--- src/rtl/usb_irq_pkg.sv ---
package usb_irq_pkg;
    localparam int unsigned REG_W   = 16;
    localparam int unsigned EVT_N   = 8;
    localparam int unsigned EP_W    = 4;
    localparam int unsigned CTL_N   = 5;
    localparam int unsigned EVT_LSB = REG_W - EVT_N;
    localparam int unsigned GAP_ST  = EVT_LSB - EP_W - 1;
    localparam int unsigned GAP_CT  = EVT_LSB - CTL_N;
    localparam int unsigned XFER_K  = EVT_N - 1;

    typedef enum logic {
        SEL_STAT = 1'b0,
        SEL_CTRL = 1'b1
    } reg_sel_e;
endpackage

--- src/rtl/usb_irq_evt_latch.sv ---
module usb_irq_evt_latch #(
    parameter int unsigned N = 8
) (
    input  logic         clk,
    input  logic         rst_n,
    input  logic [N-1:0] evt_i,
    input  logic         ack_i,
    input  logic [N-1:0] keep_i,
    output logic [N-1:0] pend_o
);
    for (genvar g = 0; g < N; g++) begin : g_bit
        always_ff @(posedge clk or negedge rst_n) begin
            if (!rst_n) begin
                pend_o[g] <= 1'b0;
            end else if (evt_i[g]) begin
                pend_o[g] <= 1'b1;
            end else if (ack_i && !keep_i[g]) begin
                pend_o[g] <= 1'b0;
            end
        end
    end
endmodule

--- src/rtl/usb_irq_ep_tag.sv ---
module usb_irq_ep_tag #(
    parameter int unsigned W = 4
) (
    input  logic         clk,
    input  logic         rst_n,
    input  logic         load_i,
    input  logic [W-1:0] num_i,
    input  logic         dir_i,
    output logic [W-1:0] num_o,
    output logic         dir_o
);
    always_ff @(posedge clk or negedge rst_n) begin
        if (!rst_n) begin
            num_o <= '0;
            dir_o <= 1'b0;
        end else if (load_i) begin
            num_o <= num_i;
            dir_o <= dir_i;
        end
    end
endmodule

--- src/rtl/usb_irq_ctrl.sv ---
module usb_irq_ctrl #(
    parameter int unsigned MN = 8,
    parameter int unsigned CN = 5
) (
    input  logic          clk,
    input  logic          rst_n,
    input  logic          wr_i,
    input  logic [MN-1:0] mask_d,
    input  logic [CN-1:0] ctl_d,
    output logic [MN-1:0] mask_o,
    output logic [CN-1:0] ctl_o
);
    localparam logic [CN-1:0] CTL_RST = CN'(1);

    always_ff @(posedge clk or negedge rst_n) begin
        if (!rst_n) begin
            mask_o <= '0;
            ctl_o  <= CTL_RST;
        end else if (wr_i) begin
            mask_o <= mask_d;
            ctl_o  <= ctl_d;
        end
    end
endmodule

--- src/rtl/usb_irq_unit.sv ---
module usb_irq_unit
    import usb_irq_pkg::*;
(
    input  logic             clk,
    input  logic             rst_n,
    input  logic [EVT_N-1:0] evt_i,
    input  logic [EP_W-1:0]  ep_num_i,
    input  logic             ep_dir_i,
    input  logic             reg_sel_i,
    input  logic             reg_wr_i,
    input  logic [REG_W-1:0] reg_wdata_i,
    output logic [REG_W-1:0] reg_rdata_o,
    output logic             irq_o
);
    logic [EVT_N-1:0] pend;
    logic [EVT_N-1:0] mask;
    logic [CTL_N-1:0] ctl;
    logic [EP_W-1:0]  tag_num;
    logic             tag_dir;
    logic             stat_ack;
    logic             ctrl_wr;
    logic [REG_W-1:0] stat_word;
    logic [REG_W-1:0] ctrl_word;
    logic             unused_wbits;

    assign stat_ack     = reg_wr_i && (reg_sel_e'(reg_sel_i) == SEL_STAT);
    assign ctrl_wr      = reg_wr_i && (reg_sel_e'(reg_sel_i) == SEL_CTRL);
    assign unused_wbits = ^reg_wdata_i[EVT_LSB-1:CTL_N];

    usb_irq_evt_latch #(.N(EVT_N)) u_latch (
        .clk    (clk),
        .rst_n  (rst_n),
        .evt_i  (evt_i),
        .ack_i  (stat_ack),
        .keep_i (reg_wdata_i[REG_W-1:EVT_LSB]),
        .pend_o (pend)
    );

    usb_irq_ep_tag #(.W(EP_W)) u_tag (
        .clk    (clk),
        .rst_n  (rst_n),
        .load_i (evt_i[XFER_K]),
        .num_i  (ep_num_i),
        .dir_i  (ep_dir_i),
        .num_o  (tag_num),
        .dir_o  (tag_dir)
    );

    usb_irq_ctrl #(.MN(EVT_N), .CN(CTL_N)) u_ctrl (
        .clk    (clk),
        .rst_n  (rst_n),
        .wr_i   (ctrl_wr),
        .mask_d (reg_wdata_i[REG_W-1:EVT_LSB]),
        .ctl_d  (reg_wdata_i[CTL_N-1:0]),
        .mask_o (mask),
        .ctl_o  (ctl)
    );

    assign stat_word = {pend, {GAP_ST{1'b0}}, tag_dir, tag_num};
    assign ctrl_word = {mask, {GAP_CT{1'b0}}, ctl};

    always_comb begin
        unique case (reg_sel_e'(reg_sel_i))
            SEL_STAT: reg_rdata_o = stat_word;
            SEL_CTRL: reg_rdata_o = ctrl_word;
            default:  reg_rdata_o = '0;
        endcase
    end

    assign irq_o = |(pend & mask);
endmodule

--- config.mk ---
export PLATFORM = sky130hd
export DESIGN_NAME = usb_irq_unit
export DESIGN_NICKNAME = d
export VERILOG_FILES = /design/src/rtl/usb_irq_pkg.sv /design/src/rtl/usb_irq_evt_latch.sv /design/src/rtl/usb_irq_ep_tag.sv /design/src/rtl/usb_irq_ctrl.sv /design/src/rtl/usb_irq_unit.sv
export SDC_FILE = /design/constraint.sdc
export NUM_CORES = 1
export LEC_CHECK = 0
export ABC_AREA = 0
export BUFFER_PORTS_ARGS = -buffer_cell sky130_fd_sc_hd__buf_2
export CORE_UTILIZATION = 35
export CTS_BUF_LIST = sky130_fd_sc_hd__clkbuf_16
export DETAILED_ROUTE_END_ITERATION = 10
export PLACE_DENSITY_LB_ADDON = 0.12
export SYNTH_ARGS = -nofsm -noshare
export SYNTH_HDL_FRONTEND = slang
export SYNTH_SLANG_ARGS = --single-unit
--- constraint.sdc ---
create_clock -name clk -period 1.7 [get_ports clk]
set_clock_uncertainty 0.15 [all_clocks]
set_input_delay 0.34 -clock clk [delete_from_list [all_inputs] [get_ports clk]]
set_output_delay 0.34 -clock clk [all_outputs]
set_load 0.01 [all_outputs]
==> flow_results.xml <==
<?xml version="1.0" encoding="UTF-8"?>
<metrics>
  <group name="cells_and_area">
    <metric name="syn2layout_area_growth" unit="%">27.6</metric>
    <metric name="finalNetCount" unit="">166</metric>
    <metric name="layoutNonFillerInstCount" unit="">178</metric>
    <metric name="layout-drive-gt1-share" unit="%">62.9</metric>
    <metric name="diodes" unit="">0</metric>
    <metric name="final_cell_area" unit="mm^2">0.00157</metric>
  </group>
  <group name="sta">
    <metric name="setup_viol_count_final" unit="">0</metric>
    <metric name="fin_ws" unit="ps">78.9</metric>
    <metric name="fin_max_slew_vios" unit="">0</metric>
    <metric name="finalHoldViolCount" unit="">0</metric>
    <metric name="timing.max_slew.rel_slack" unit="%">62.1</metric>
    <metric name="final_min_period_over_clock_period" unit="%">95.4</metric>
    <metric name="final.hold.worst_slack" unit="ps">111</metric>
    <metric name="timing.setup.tns" unit="ps">0</metric>
    <metric name="maxClockFrequency" unit="GHz">0.617</metric>
    <metric name="worst_slew_pin_slew" unit="ps">569</metric>
    <metric name="finalWorstPathRequiredPeriod" unit="ps">1620</metric>
    <metric name="rsz0062_at_grt" unit="">no</metric>
  </group>
  <group name="yosys">
    <metric name="synth-seq-area-share" unit="%">52.8</metric>
    <metric name="synth_seq_cells" unit="">26</metric>
    <metric name="synth_area" unit="mm^2">0.00123</metric>
    <metric name="yosysUniqueCellTypes" unit="">12</metric>
    <metric name="synth_enable_flop_cells" unit="">0</metric>
    <metric name="yosysTopAreaCellShare" unit="%">50.7</metric>
    <metric name="netlist.top_cell.by_area" unit="">sky130_fd_sc_hd__dfrtp_1</metric>
    <metric name="synth.avg_cell_area" unit="um^2">14.2</metric>
    <metric name="largest_cells_by_area_after_synthesis" unit="">sky130_fd_sc_hd__dfrtp_1 (51%), sky130_fd_sc_hd__mux2_2 (28%), sky130_fd_sc_hd__or3b_1 (5.7%), sky130_fd_sc_hd__a21o_1 (4.9%), sky130_fd_sc_hd__a22oi_1 (2.4%)</metric>
    <metric name="yosys-top-cells-count" unit="">sky130_fd_sc_hd__mux2_2 (31), sky130_fd_sc_hd__dfrtp_1 (25), sky130_fd_sc_hd__a21o_1 (8), sky130_fd_sc_hd__or3b_1 (8)</metric>
    <metric name="main_synth_ff_type" unit="">sky130_fd_sc_hd__dfrtp_1</metric>
    <metric name="synth_async_sr_flop_share" unit="%">100</metric>
    <metric name="synthesis.instances" unit="">87</metric>
    <metric name="yosys.cell_count.top_type" unit="">sky130_fd_sc_hd__mux2_2</metric>
    <metric name="synth-warning-count" unit="">0</metric>
  </group>
  <group name="detailed_routing">
    <metric name="drtPass1Iterations" unit="">2</metric>
    <metric name="met2RoutedLength" unit="mm">1.16</metric>
    <metric name="dr_wl_met3" unit="um">132</metric>
    <metric name="avgRoutedWirePerCell" unit="um">13.1</metric>
    <metric name="ant_nets" unit="">0</metric>
    <metric name="routedLengthMet1" unit="mm">1.02</metric>
    <metric name="vias_per_cell" unit="">4.72</metric>
    <metric name="drt-initial-drc-count" unit="">7</metric>
    <metric name="detail_route.wirelength" unit="mm">2.34</metric>
    <metric name="maxUsedRoutingLayer" unit="">met4</metric>
    <metric name="num_vias" unit="">840</metric>
    <metric name="detail_route.drc_violations" unit="">0</metric>
  </group>
  <group name="clock_tree">
    <metric name="ctsLongestPathBuffers" unit="">2</metric>
    <metric name="cts_post_setup_buffers_inserted" unit="">0</metric>
    <metric name="clock_insertion_delay_worst_skew" unit="ps">250</metric>
    <metric name="cell_at_the_root_of_the_clock_tree" unit="">sky130_fd_sc_hd__clkbuf_16</metric>
    <metric name="cts.sink_count" unit="">26</metric>
    <metric name="cts_buffers" unit="">3</metric>
    <metric name="tritoncts" unit="">done</metric>
    <metric name="htree_num_levels" unit="">1</metric>
    <metric name="path_clk_slew" unit="ps">60</metric>
  </group>
  <group name="critical_path">
    <metric name="worstPathRequired" unit="ps">1210</metric>
    <metric name="r2r_start" unit="">u_ctrl.mask_o[0]</metric>
    <metric name="r2r_cells" unit="">1</metric>
    <metric name="critical_path_class" unit="">reg2out</metric>
    <metric name="worst_r2r_endpoint" unit="">u_ctrl.mask_o[0]</metric>
    <metric name="critPathCaptureType" unit="">output pin</metric>
    <metric name="timing.critical_path.from_type" unit="">flop</metric>
    <metric name="worst_ep_arrival_time" unit="ps">1130</metric>
    <metric name="r2r_slack" unit="ps">770</metric>
    <metric name="crit_path_max_fanout" unit="">3</metric>
  </group>
  <group name="placed_design">
    <metric name="finalWeightedCongestion" unit="">0.646</metric>
    <metric name="port-buffer-count" unit="">43</metric>
    <metric name="dp_hpwl" unit="mm">1.69</metric>
    <metric name="placed_cell_area" unit="mm^2">0.00147</metric>
    <metric name="dp_cells" unit="">173</metric>
    <metric name="dp_slack" unit="ps">-50.0</metric>
  </group>
  <group name="global_route">
    <metric name="pin_count_of_the_biggest_net_entering_global_routing" unit="">27</metric>
    <metric name="groute.usage.overall" unit="%">13.9</metric>
    <metric name="global_route_wire_length_before_repair" unit="mm">3.65</metric>
    <metric name="number_of_global_route_vias_before_repair" unit="">824</metric>
    <metric name="antenna_found_initial" unit="">0</metric>
    <metric name="grt_overflow" unit="">0</metric>
  </group>
  <group name="min_path">
    <metric name="hold_path_startpoint" unit="">evt_i[1]</metric>
    <metric name="hold_class" unit="">in2reg</metric>
    <metric name="worst_hold_path.endpoint" unit="">u_latch.pend_o[1]</metric>
    <metric name="hold_path_depth" unit="">2</metric>
  </group>
  <group name="power">
    <metric name="powerDensity" unit="mW/mm^2">962</metric>
    <metric name="share_clk_of_total_power" unit="%">33.5</metric>
    <metric name="internal_power" unit="mW">1.16</metric>
    <metric name="p_switching" unit="mW">0.350</metric>
    <metric name="power.share.switching" unit="%">23.1</metric>
    <metric name="power.leakage" unit="nW">0.692</metric>
    <metric name="combinationalPowerShare" unit="%">18.1</metric>
    <metric name="p_seq_share" unit="%">48.4</metric>
    <metric name="worst_ir_drop_vdd" unit="mV">0.522</metric>
  </group>
  <group name="floorplan">
    <metric name="top_level_ports" unit="">50</metric>
    <metric name="die_area" unit="mm^2">0.00377</metric>
    <metric name="initial_core_utilization" unit="%">36.7</metric>
    <metric name="core_area" unit="mm^2">0.00336</metric>
    <metric name="die_height" unit="um">61.4</metric>
    <metric name="die_x" unit="um">61.4</metric>
    <metric name="num_rows" unit="">21</metric>
  </group>
  <group name="flow_run">
    <metric name="max-cap-violations" unit="">0</metric>
  </group>
  <group name="status">
    <metric name="status" unit="">complete, no violations</metric>
  </group>
</metrics>
==> cell families after synthesis <==
logic type / share of synthesized area [%]
other: 0.304
buffers and inverters: 4.56
muxes: 28.3
and+or+nand+nor: 6.69
AOI/OAI and AO/OA: 7.30
DFF: 52.8
==> layout make-up <==
cell class,count,area (um^2)
Clock inverter,1,3.75
Tap cell,46,57.6
Timing Repair Buffer,46,243
Sequential cell,26,652
Multi-Input combinational cell,56,543
Fill cell,344,1790
Clock buffer,3,75.1
==> power by group through the flow <==
stage | combinational [mW] | sequential (mW) | clock [mW]
global route | 0.307 | 0.742 | 0.543
finish | 0.274 | 0.733 | 0.506
CTS | 0.277 | 0.730 | 0.531
floorplan | 0.179 | 0.728 | 0
global placement | 0.269 | 0.738 | 0
detailed placement | 0.274 | 0.741 | 0
==> cells in the final DEF, fill, tap and decap left out, types with 2 or more instances in the layout <==
cell and count:
sky130_fd_sc_hd__buf_2 42, sky130_fd_sc_hd__mux2_2 31, sky130_fd_sc_hd__dfrtp_1 25, sky130_fd_sc_hd__or3b_1 8
sky130_fd_sc_hd__a21o_1 8, sky130_fd_sc_hd__conb_1 3, sky130_fd_sc_hd__clkbuf_16 3, sky130_fd_sc_hd__buf_4 3
sky130_fd_sc_hd__a22oi_1 2, sky130_fd_sc_hd__a22oi_2 2
==> critical path: stages (launching register included) <==
cell and delay (ps):
sky130_fd_sc_hd__dfrtp_1 400, sky130_fd_sc_hd__a22oi_1 200, sky130_fd_sc_hd__nand4_1 120, sky130_fd_sc_hd__buf_2 160
==> layer usage <==
metal  track usage, %  vias to the layer above
li1                 -                      403
met1             16.9                      410
met2             22.7                       25
met3             5.25                        2
met4             4.76                        0
met5                0                        -
==> how the worst max path moves through the flow <==
stage	from	end	cells past startpoint
after floorplan	reg_sel_i	reg_rdata_o[0]	3
after global placement	reg_sel_i	reg_rdata_o[15]	3
after detailed placement	reg_sel_i	reg_rdata_o[10]	3
after CTS	u_ctrl.mask_o[1]	irq_o	3
after global routing	u_ctrl.mask_o[2]	irq_o	3
final	u_latch.pend_o[6]	irq_o	3
==> state kept, by name, indices dropped and copies added (netlist names) <==
| name | count |
|---|---|
| u_latch.pend_o | 8 |
| u_ctrl.mask_o | 8 |
| u_ctrl.ctl_o | 5 |
| u_tag.num_o | 4 |
| u_tag.dir_o | 1 |
==> timing repair <==
item,in CTS,in global routing
hold endpoints to repair,25,0
hold buffers,1,0
cloned,0,0
gates resized for setup,1,2
endpoints found under the setup margin,13,1
==> stage by stage <==
stage	power [mW]	util, %
floorplan	0.907	-
global placement	1.01	43.8
detailed placement	1.02	43.8
CTS	1.54	46.5
global route	1.59	46.8
finish	1.51	46.8
Note: power is estimated with default switching activity, not from simulation.
